$ cat config.mk
export PLATFORM = sky130hd
export DESIGN_NAME = srs_alias_reg
export DESIGN_NICKNAME = d
export VERILOG_FILES = /design/src/rtl/srs_pkg.sv /design/src/rtl/srs_decode.sv /design/src/rtl/srs_merge.sv /design/src/rtl/srs_store.sv /design/src/rtl/srs_alias_reg.sv
export SDC_FILE = /design/constraint.sdc
export NUM_CORES = 1
export LEC_CHECK = 0
export BUFFER_PORTS_ARGS = -buffer_cell sky130_fd_sc_hd__buf_2
export CAP_MARGIN = 15
export CORE_MARGIN = 8
export CORE_UTILIZATION = 42
export CTS_CLUSTER_DIAMETER = 200
export DETAILED_ROUTE_END_ITERATION = 12
export HOLD_SLACK_MARGIN = 0.03
export PLACE_DENSITY = 0.95
export SKIP_LAST_GASP = 1
export SYNTH_ARGS = -nofsm -noshare
export SYNTH_HDL_FRONTEND = slang
export SYNTH_SLANG_ARGS = --single-unit
$ cat constraint.sdc
create_clock -name clk_i -period 1.7 [get_ports clk_i]
set_input_delay 0.17 -clock clk_i [delete_from_list [all_inputs] [get_ports clk_i]]
set_output_delay 0.17 -clock clk_i [all_outputs]
set_load 0.03 [all_outputs]
$ cat src/rtl/srs_pkg.sv
package srs_pkg;
  localparam int unsigned DataW = 64;
  localparam int unsigned BytesW = 4;

  typedef enum logic [2:0] {
    OP_NONE  = 3'd0,
    OP_WRITE = 3'd1,
    OP_AND   = 3'd2,
    OP_OR    = 3'd3,
    OP_CLEAR = 3'd4
  } srs_op_e;

  function automatic int unsigned base_word(int unsigned variant);
    return (variant == 0) ? 32'h4020 : 32'h6080;
  endfunction
endpackage

$ cat src/rtl/srs_decode.sv
module srs_decode
  import srs_pkg::*;
#(
  parameter int unsigned ADDR_W  = 20,
  parameter int unsigned DATA_W  = 64,
  parameter int unsigned VARIANT = 0
) (
  input  logic              valid_i,
  input  logic              we_i,
  input  logic [ADDR_W-1:0] addr_i,
  input  logic [BytesW-1:0] bytes_i,
  output srs_op_e           op_o,
  output logic              rd_hit_o,
  output logic              bad_o
);
  localparam int unsigned BYTE_SH = $clog2(DATA_W / 8);
  localparam int unsigned WORD_W  = ADDR_W - BYTE_SH;
  localparam logic [WORD_W-1:0] OFF_DIRECT = WORD_W'(base_word(VARIANT));
  localparam logic [WORD_W-1:0] OFF_ALIAS2 = WORD_W'(base_word(VARIANT) + 1);
  localparam logic [WORD_W-1:0] OFF_OR     = WORD_W'(base_word(VARIANT) + 2);
  localparam srs_op_e ALIAS2_OP = (VARIANT == 0) ? OP_AND : OP_CLEAR;

  logic [WORD_W-1:0] word;
  logic              shape_ok;

  assign word     = addr_i[ADDR_W-1:BYTE_SH];
  assign shape_ok = (bytes_i == BytesW'(DATA_W / 8)) &&
                    (addr_i[BYTE_SH-1:0] == '0);

  always_comb begin
    op_o     = OP_NONE;
    rd_hit_o = 1'b0;
    bad_o    = 1'b0;
    if (valid_i) begin
      if (!shape_ok) begin
        bad_o = 1'b1;
      end else if (we_i) begin
        unique case (word)
          OFF_DIRECT: op_o = OP_WRITE;
          OFF_ALIAS2: op_o = ALIAS2_OP;
          OFF_OR:     op_o = OP_OR;
          default:    bad_o = 1'b1;
        endcase
      end else if (word == OFF_DIRECT) begin
        rd_hit_o = 1'b1;
      end else begin
        bad_o = 1'b1;
      end
    end
  end

  // r10/r11: a rejected access never carries an operation
  always_comb begin
    a_r11_bad_no_op: assert (!(bad_o && (op_o != OP_NONE || rd_hit_o)));
  end
endmodule

$ cat src/rtl/srs_merge.sv
module srs_merge
  import srs_pkg::*;
#(
  parameter int unsigned DATA_W = 64,
  parameter int unsigned KEEP_W = 16
) (
  input  srs_op_e           op_i,
  input  logic [DATA_W-1:0] cur_i,
  input  logic [DATA_W-1:0] wdata_i,
  output logic              upd_o,
  output logic [DATA_W-1:0] nxt_o
);
  localparam logic [DATA_W-1:0] KEEP_MASK =
    {{KEEP_W{1'b1}}, {(DATA_W - KEEP_W){1'b0}}};

  logic [DATA_W-1:0] raw;

  always_comb begin
    upd_o = 1'b1;
    unique case (op_i)
      OP_WRITE: raw = wdata_i;
      OP_AND:   raw = cur_i & wdata_i;
      OP_OR:    raw = cur_i | wdata_i;
      OP_CLEAR: raw = '0;
      default: begin
        raw   = cur_i;
        upd_o = 1'b0;
      end
    endcase
    nxt_o = raw & KEEP_MASK;  // mask after merge
  end
endmodule

$ cat src/rtl/srs_store.sv
module srs_store #(
  parameter int unsigned DATA_W = 64,
  parameter int unsigned KEEP_W = 16
) (
  input  logic              clk_i,
  input  logic              rst_ni,
  input  logic              upd_i,
  input  logic [DATA_W-1:0] nxt_i,
  output logic [DATA_W-1:0] val_o,
  output logic              irq_o
);
  logic [DATA_W-1:0] val_q;
  logic              irq_q;

  always_ff @(posedge clk_i or negedge rst_ni) begin
    if (!rst_ni) begin
      val_q <= '0;
      irq_q <= 1'b0;
    end else if (upd_i) begin
      val_q <= nxt_i;
      irq_q <= nxt_i[DATA_W-1];
    end
  end

  assign val_o = val_q;
  assign irq_o = irq_q;

  a_r2_low_bits_zero: assert property (@(posedge clk_i) disable iff (!rst_ni)
    val_q[DATA_W-KEEP_W-1:0] == '0);

  a_r6_irq_same_edge: assert property (@(posedge clk_i) disable iff (!rst_ni)
    upd_i |=> irq_q == $past(nxt_i[DATA_W-1]));

  a_r6_irq_held: assert property (@(posedge clk_i) disable iff (!rst_ni)
    !upd_i |=> $stable(irq_q));
endmodule

$ cat src/rtl/srs_alias_reg.sv
module srs_alias_reg
  import srs_pkg::*;
#(
  parameter int unsigned ADDR_W  = 20,
  parameter int unsigned KEEP_W  = 16,
  parameter int unsigned VARIANT = 0
) (
  input  logic              clk_i,
  input  logic              rst_ni,
  input  logic              req_valid_i,
  output logic              req_ready_o,
  input  logic              req_we_i,
  input  logic [ADDR_W-1:0] req_addr_i,
  input  logic [BytesW-1:0] req_bytes_i,
  input  logic [DataW-1:0]  req_wdata_i,
  output logic              rsp_valid_o,
  output logic [DataW-1:0]  rsp_rdata_o,
  output logic              unmapped_o,
  output logic              irq_o
);
  srs_op_e          op;
  logic             rd_hit, bad, upd;
  logic [DataW-1:0] cur, nxt;
  logic             rsp_valid_q, unmapped_q;
  logic [DataW-1:0] rsp_rdata_q;

  srs_decode #(.ADDR_W(ADDR_W), .DATA_W(DataW), .VARIANT(VARIANT)) i_decode (
    .valid_i (req_valid_i),
    .we_i    (req_we_i),
    .addr_i  (req_addr_i),
    .bytes_i (req_bytes_i),
    .op_o    (op),
    .rd_hit_o(rd_hit),
    .bad_o   (bad)
  );

  srs_merge #(.DATA_W(DataW), .KEEP_W(KEEP_W)) i_merge (
    .op_i   (op),
    .cur_i  (cur),
    .wdata_i(req_wdata_i),
    .upd_o  (upd),
    .nxt_o  (nxt)
  );

  srs_store #(.DATA_W(DataW), .KEEP_W(KEEP_W)) i_store (
    .clk_i (clk_i),
    .rst_ni(rst_ni),
    .upd_i (upd),
    .nxt_i (nxt),
    .val_o (cur),
    .irq_o (irq_o)
  );

  always_ff @(posedge clk_i or negedge rst_ni) begin
    if (!rst_ni) begin
      rsp_valid_q <= 1'b0;
      rsp_rdata_q <= '0;
      unmapped_q  <= 1'b0;
    end else begin
      rsp_valid_q <= req_valid_i && !req_we_i;
      rsp_rdata_q <= rd_hit ? cur : '0;
      unmapped_q  <= bad;
    end
  end

  assign req_ready_o = 1'b1;
  assign rsp_valid_o = rsp_valid_q;
  assign rsp_rdata_o = rsp_rdata_q;
  assign unmapped_o  = unmapped_q;

  a_r9_unmapped_holds: assert property (@(posedge clk_i) disable iff (!rst_ni)
    (req_valid_i && req_we_i && bad) |=> $stable(cur));

  a_r9_unmapped_flag: assert property (@(posedge clk_i) disable iff (!rst_ni)
    (req_valid_i && bad) |=> unmapped_o);

  a_r8_bad_read_zero: assert property (@(posedge clk_i) disable iff (!rst_ni)
    (req_valid_i && !req_we_i && bad) |=> (rsp_valid_o && rsp_rdata_o == '0));

  a_r7_no_rsp_on_write: assert property (@(posedge clk_i) disable iff (!rst_ni)
    (!req_valid_i || req_we_i) |=> !rsp_valid_o);

  a_r12_clean_after_hit: assert property (@(posedge clk_i) disable iff (!rst_ni)
    (req_valid_i && !bad) |=> !unmapped_o);

  generate
    if (VARIANT != 0) begin : g_clear
      a_r5_clear_zero: assert property (@(posedge clk_i) disable iff (!rst_ni)
        (op == OP_CLEAR) |=> (cur == '0 && !irq_o));
    end
  endgenerate
endmodule

# Yosys cells after proc, flatten, opt, wreduce, memory -nomap -nowiden
# Cells that the tools add are included.
[totals] register_bits=82 out_inout_bits=68 input_bits=92
[classes] bitwise_logic=2 muxes=16 eq_ne=8 n_reduce_logical=8
[ops] cell="case mux 64 bit (4 select lines)" n=1
[ops] cell="AND 64 bit" n=1
[ops] cell="2-to-1 mux 64 bit" n=1
[ops] cell="OR 64 bit" n=1
[ops] cell="equality test 17 x 15 -> 1 bit (second input constant)" n=3
[ops] cell="2-to-1 mux 1 bit" n=10
[ops] cell="2-to-1 mux 3 bit" n=3
[ops] cell="equality test 3 x 2 -> 1 bit (second input constant)" n=2
[ops] cell="case mux 2 bit (3 select lines)" n=1
[ops] cell="equality test 4 bit (second input constant)" n=1
[ops] cell="nonzero test 4 bit" n=1
[ops] cell="OR reduction 4 bit" n=1
[ops] cell="equality test 3 x 1 -> 1 bit (second input constant)" n=1
[ops] cell="equality test 3 bit (second input constant)" n=1
[ops] cell="logical NOT 3 bit" n=1
[ops] cell="OR reduction 3 bit" n=1
[ops] cell="logical AND 1 bit" n=2
[ops] cell="AND reduction 2 bit" n=1
[ops] cell="logical NOT 1 bit" n=1

# Longest topological paths before layout
[logic_depth] word_depth=9 ltp_mapped=5

# By module
# Synthesis repeated with hierarchy kept, for this count alone.
[hier_totals] hier_cells=438 area_unflattened_um2=5995.8
[modules_own_cells] mod="srs_store" n_inst=1 cells_per_inst=136 area_per_inst_um2=2686.3
[modules_own_cells] mod="srs_alias_reg" n_inst=1 cells_per_inst=139 area_per_inst_um2=2179.6
[modules_own_cells] mod="srs_merge" n_inst=1 cells_per_inst=143 area_per_inst_um2=964.7
[modules_own_cells] mod="srs_decode" n_inst=1 cells_per_inst=20 area_per_inst_um2=165.2

# Least setup slack after synthesis
# Ideal clock, no wire load.
[synth_path] kind="input to register" from="input port req_addr_i[0]" to="register i_store.val_q[51] (netlist: i_store.val_o[51])" path_stages=5 arrival_time_ns=1.501 slack_ns=0.078 t_required_ns=1.579 cell_sequence="nor4_1 > nand2_1 > clkbuf_1 > or4_1 > a22o_1"
[synth_between] elab_chain_cells=8
[synth_rtl] item="start, declared" line="srs_alias_reg.sv:13" rtl="input logic [ADDR_W-1:0] req_addr_i,"
[synth_rtl] item="logical NOT 3 bit *" line="srs_decode.sv:28" rtl="(addr_i[BYTE_SH-1:0] == '0);"
[synth_rtl] item="logical AND 1 bit *" line="srs_decode.sv:27" rtl="assign shape_ok = (bytes_i == BytesW'(DATA_W / 8)) &&"
[synth_rtl] item="2-to-1 mux 3 bit *" line="srs_decode.sv:35" rtl="if (!shape_ok) begin"
[synth_rtl] item="2-to-1 mux 3 bit *" line="srs_decode.sv:34" rtl="if (valid_i) begin"
[synth_rtl] item="equality test 3 x 1 -> 1 bit, or another cell as far along" line="srs_merge.sv:20" rtl="unique case (op_i)"
[synth_rtl] item="OR reduction 4 bit (no line)"
[synth_rtl] item="2-to-1 mux 1 bit" line="srs_merge.sv:20"
[synth_rtl] item="AND reduction 2 bit (no line)"
[synth_rtl] item="end signal, assigned" line="srs_store.sv:20" rtl="val_q <= nxt_i;"
[synth_rtl] item="end, declared" line="srs_store.sv:12" rtl="logic [DATA_W-1:0] val_q;"
# Every way passes the cells marked *; elsewhere a longest branch is shown, timed or not.
# A chain may end at the register's enable or synchronous reset.

# Worst setup path in the final report
[layout_path] from="input port req_addr_i[7]" to="register i_store.val_q[53] (netlist: i_store.val_o[53])"
[layout_between] elab_chain_cells=9
[layout_rtl] item="equality test 17 x 15 -> 1 bit" line="srs_decode.sv:38" rtl="unique case (word)"
[layout_rtl] item="case mux 2 bit (3 select lines) *" line="srs_decode.sv:38"
[layout_rtl] item="2-to-1 mux 3 bit *" line="srs_decode.sv:37" rtl="end else if (we_i) begin"
[layout_rtl] item="2-to-1 mux 3 bit *" line="srs_decode.sv:35"
[layout_rtl] item="2-to-1 mux 3 bit *" line="srs_decode.sv:34"
[layout_rtl] item="equality test 3 x 1 -> 1 bit, or another cell as far along" line="srs_merge.sv:20"
[layout_rtl] item="OR reduction 4 bit (no line)"
[layout_rtl] item="2-to-1 mux 1 bit" line="srs_merge.sv:20"
[layout_rtl] item="AND reduction 2 bit (no line)"
# Marks and branches as above.

==> flow_summary.yaml <==
floorplanning:
  die_h_um: 84.0
  fp.dieArea_um2: 7060
  die_x_um: 84.0
  start_util: 0.440
  io_pins: 160
  core-area_um2: 4410
  rows: 24
sta:
  finClkSkew_ns: 0.00300
  hold-worst-slack_ns: 0.128
  tightest_slew_ns: 0.680
  final-max-slew-violation-count: 0
  max_freq_ghz: 0.673
  setup_viol_count_final: 0
  rsz0062_at_grt: "no"
  finalCritPeriodShare: 0.875
  finalWorstSetupSlack_ns: 0.213
  fin_crit_ns: 1.49
  relSlewSlack: 0.547
  finalHoldViolCount: 0
cells_and_area:
  area_growth_pct: 15.3
  stdcell_count: 298
  final_util: 0.508
  drive_gt1_frac: 0.329
  diodes: 0
  nNetsFinal: 338
  stdcell_area_um2: 2240
worst_setup_path:
  end_kind: "flip-flop"
  cp_data_required_time_ns: 1.86
  r2r_slack_ns: 1.00
  cp-start-kind: "input port"
  critPathKind: "input port to flip-flop"
  crit_fanout: 17
  critPathArrivalTime_ns: 1.65
route:
  wl_um: 4070
  drtIter0Drc: 102
  antenna_left: 0
  viasPerCell: 4.66
  drtPass1Iterations: 4
  remaining_drc_errors: 0
  vias: 1388
  wl_per_cell_um: 13.7
power:
  peakVddDrop_mv: 0.334
  powerDensity_nw_per_um2: 721
  leakagePower_nw: 1.18
clocking:
  htreeDepth: 2
  cts_tree: "built"
  post_cts_buffers: 0
  cts-buffers-inserted: 5
  insertion_delay_ns: 0.27
  root_buffer: "clkbuf_8"
  clkTransAtPathRegs_ns: 0.06
  cts_num_sinks: 34
  ctsLongestPathBuffers: 2
place:
  dp_hpwl_um: 3360
  postPlaceCellArea_um2: 2150
  place_ws_ns: -0.0937
  port-buffer-count: 62
  place_congestion: 0.808
  placed_cells: 290
logic_synthesis:
  synth_common_cells: "buf_4 (49), dfrtp_1 (34), nand2b_1 (17)"
  synthArstFlopShare: 1.00
  synth_most_common_cell: "buf_4"
  synth_cells: 178
  netlist.area_leader.share: 0.438
  synth_ff_type: "dfrtp_1"
  ys_seq_elements: 34
  synthTopCellsByArea: "dfrtp_1 (44%), buf_4 (19%), a22o_1 (7.2%)"
  ys_seq_area_frac: 0.438
  yosysWarnings: 0
  synth_top_cell_by_area: "dfrtp_1"
  synth-edff-count: 0
  syn_avg_cell_area_um2: 10.9
  synthDistinctLibCells: 23
  syn_area_um2: 1940
hold_path:
  hp-class: "input port to flip-flop"
global_routing:
  first_global_vias: 1499
  grt_pass1_wl_um: 6490
  grtUsageTotal: 0.110
  grt_max_degree: 35
  antenna_found_initial: 0
  grt-ovfl-total: 0
run_status:
  status: "finished clean"
job:
  max-cap-violations: 0
## worst max-delay path: stages
cell	delay [ns]
buf_2	0.11
nor4b_4	0.35
nand4_4	0.25
or4_1	0.58
a22o_1	0.19
## state kept, by name, summed over array words and instances (netlist names)
name	count
i_store.val_o	15
unmapped_o	1
i_store.irq_o	1
rsp_valid_o	1
rsp_rdata_o	16
## layout make-up
cell class | instances | area, um2
fill | 406 | 2170
timing repair buffer | 69 | 378
clock buffer | 7 | 76.3
tap | 52 | 65.1
inverter | 1 | 3.75
multi-input combinational | 135 | 867
sequential | 34 | 851
## cells by family (layout without fill, tap and decap cells)
logic type	Yosys count	after routing	share of synthesized area
simple gates	68	68	0.269
buf+inv	56	77	0.207
flops	34	34	0.438
compound gates	17	17	0.0772
other cells	2	49	0.00386
fa+ha+maj	1	1	0.00515
## per-stage QoR
stage | TNS (ns) | power (mW)
2_1_floorplan | 0 | 1.10
3_3_place_gp | -0.692 | 1.10
3_5_place_dp | -1.25 | 1.10
4_1_cts | 0 | 1.62
5_1_grt | 0 | 1.67
6_report | 0 | 1.62
## cell usage in the layout, fill, tap and decap left out, drive strengths merged
cell	Yosys	routed
nor2b	1	1
nand4	1	1
nor2	3	3
nand2	5	5
dlygate4sd3	0	1
dfrtp	34	34
maj3	1	1
nor4b	4	4
conb	2	49
clkbuf	4	7
and2	16	16
nand2b	17	17
o31a	1	1
buf	51	68
a22o	16	16
or4	16	16
inv	1	1
nor4	5	5
## what timing repair did
action                                  4_1_cts  5_1_grt
hold buffers                                  1        0
hold endpoints to repair                     34        0
gates resized for setup                       0        0
endpoints found under the setup margin        0        0
## power by group
group | internal (mW) | switching, mW | total, mW
clock | 0.281 | 0.239 | 0.520
sequential | 0.812 | 0.000424 | 0.812
combinational | 0.0635 | 0.220 | 0.283
total | 1.16 | 0.459 | 1.62
## routing by layer
| metal | GRT usage | vias to the layer above | wire length [um] | share of wire |
|---|---|---|---|---|
| li1 | - | 655 | - | - |
| met1 | 0.106 | 641 | 1510 | 0.37 |
| met2 | 0.187 | 84 | 2100 | 0.52 |
| met3 | 0.0459 | 8 | 367 | 0.090 |
| met4 | 0.0722 | 0 | 92 | 0.023 |
| met5 | 0 | - | 0 | 0 |
## worst paths after layout
kind                                   start                 to  cells past startpoint
setup / recovery               req_addr_i[7]  i_store.val_o[53]                      5
hold / removal               req_wdata_i[63]      i_store.irq_o                      2
setup reg to reg               i_store.irq_o      i_store.irq_o                      1
hold reg to reg            i_store.val_o[54]    rsp_rdata_o[54]                      1
max in group asynchronous             rst_ni    rsp_rdata_o[59]                      2
min in group asynchronous             rst_ni  i_store.val_o[60]                      2
Power figures use the tool's default switching activity.
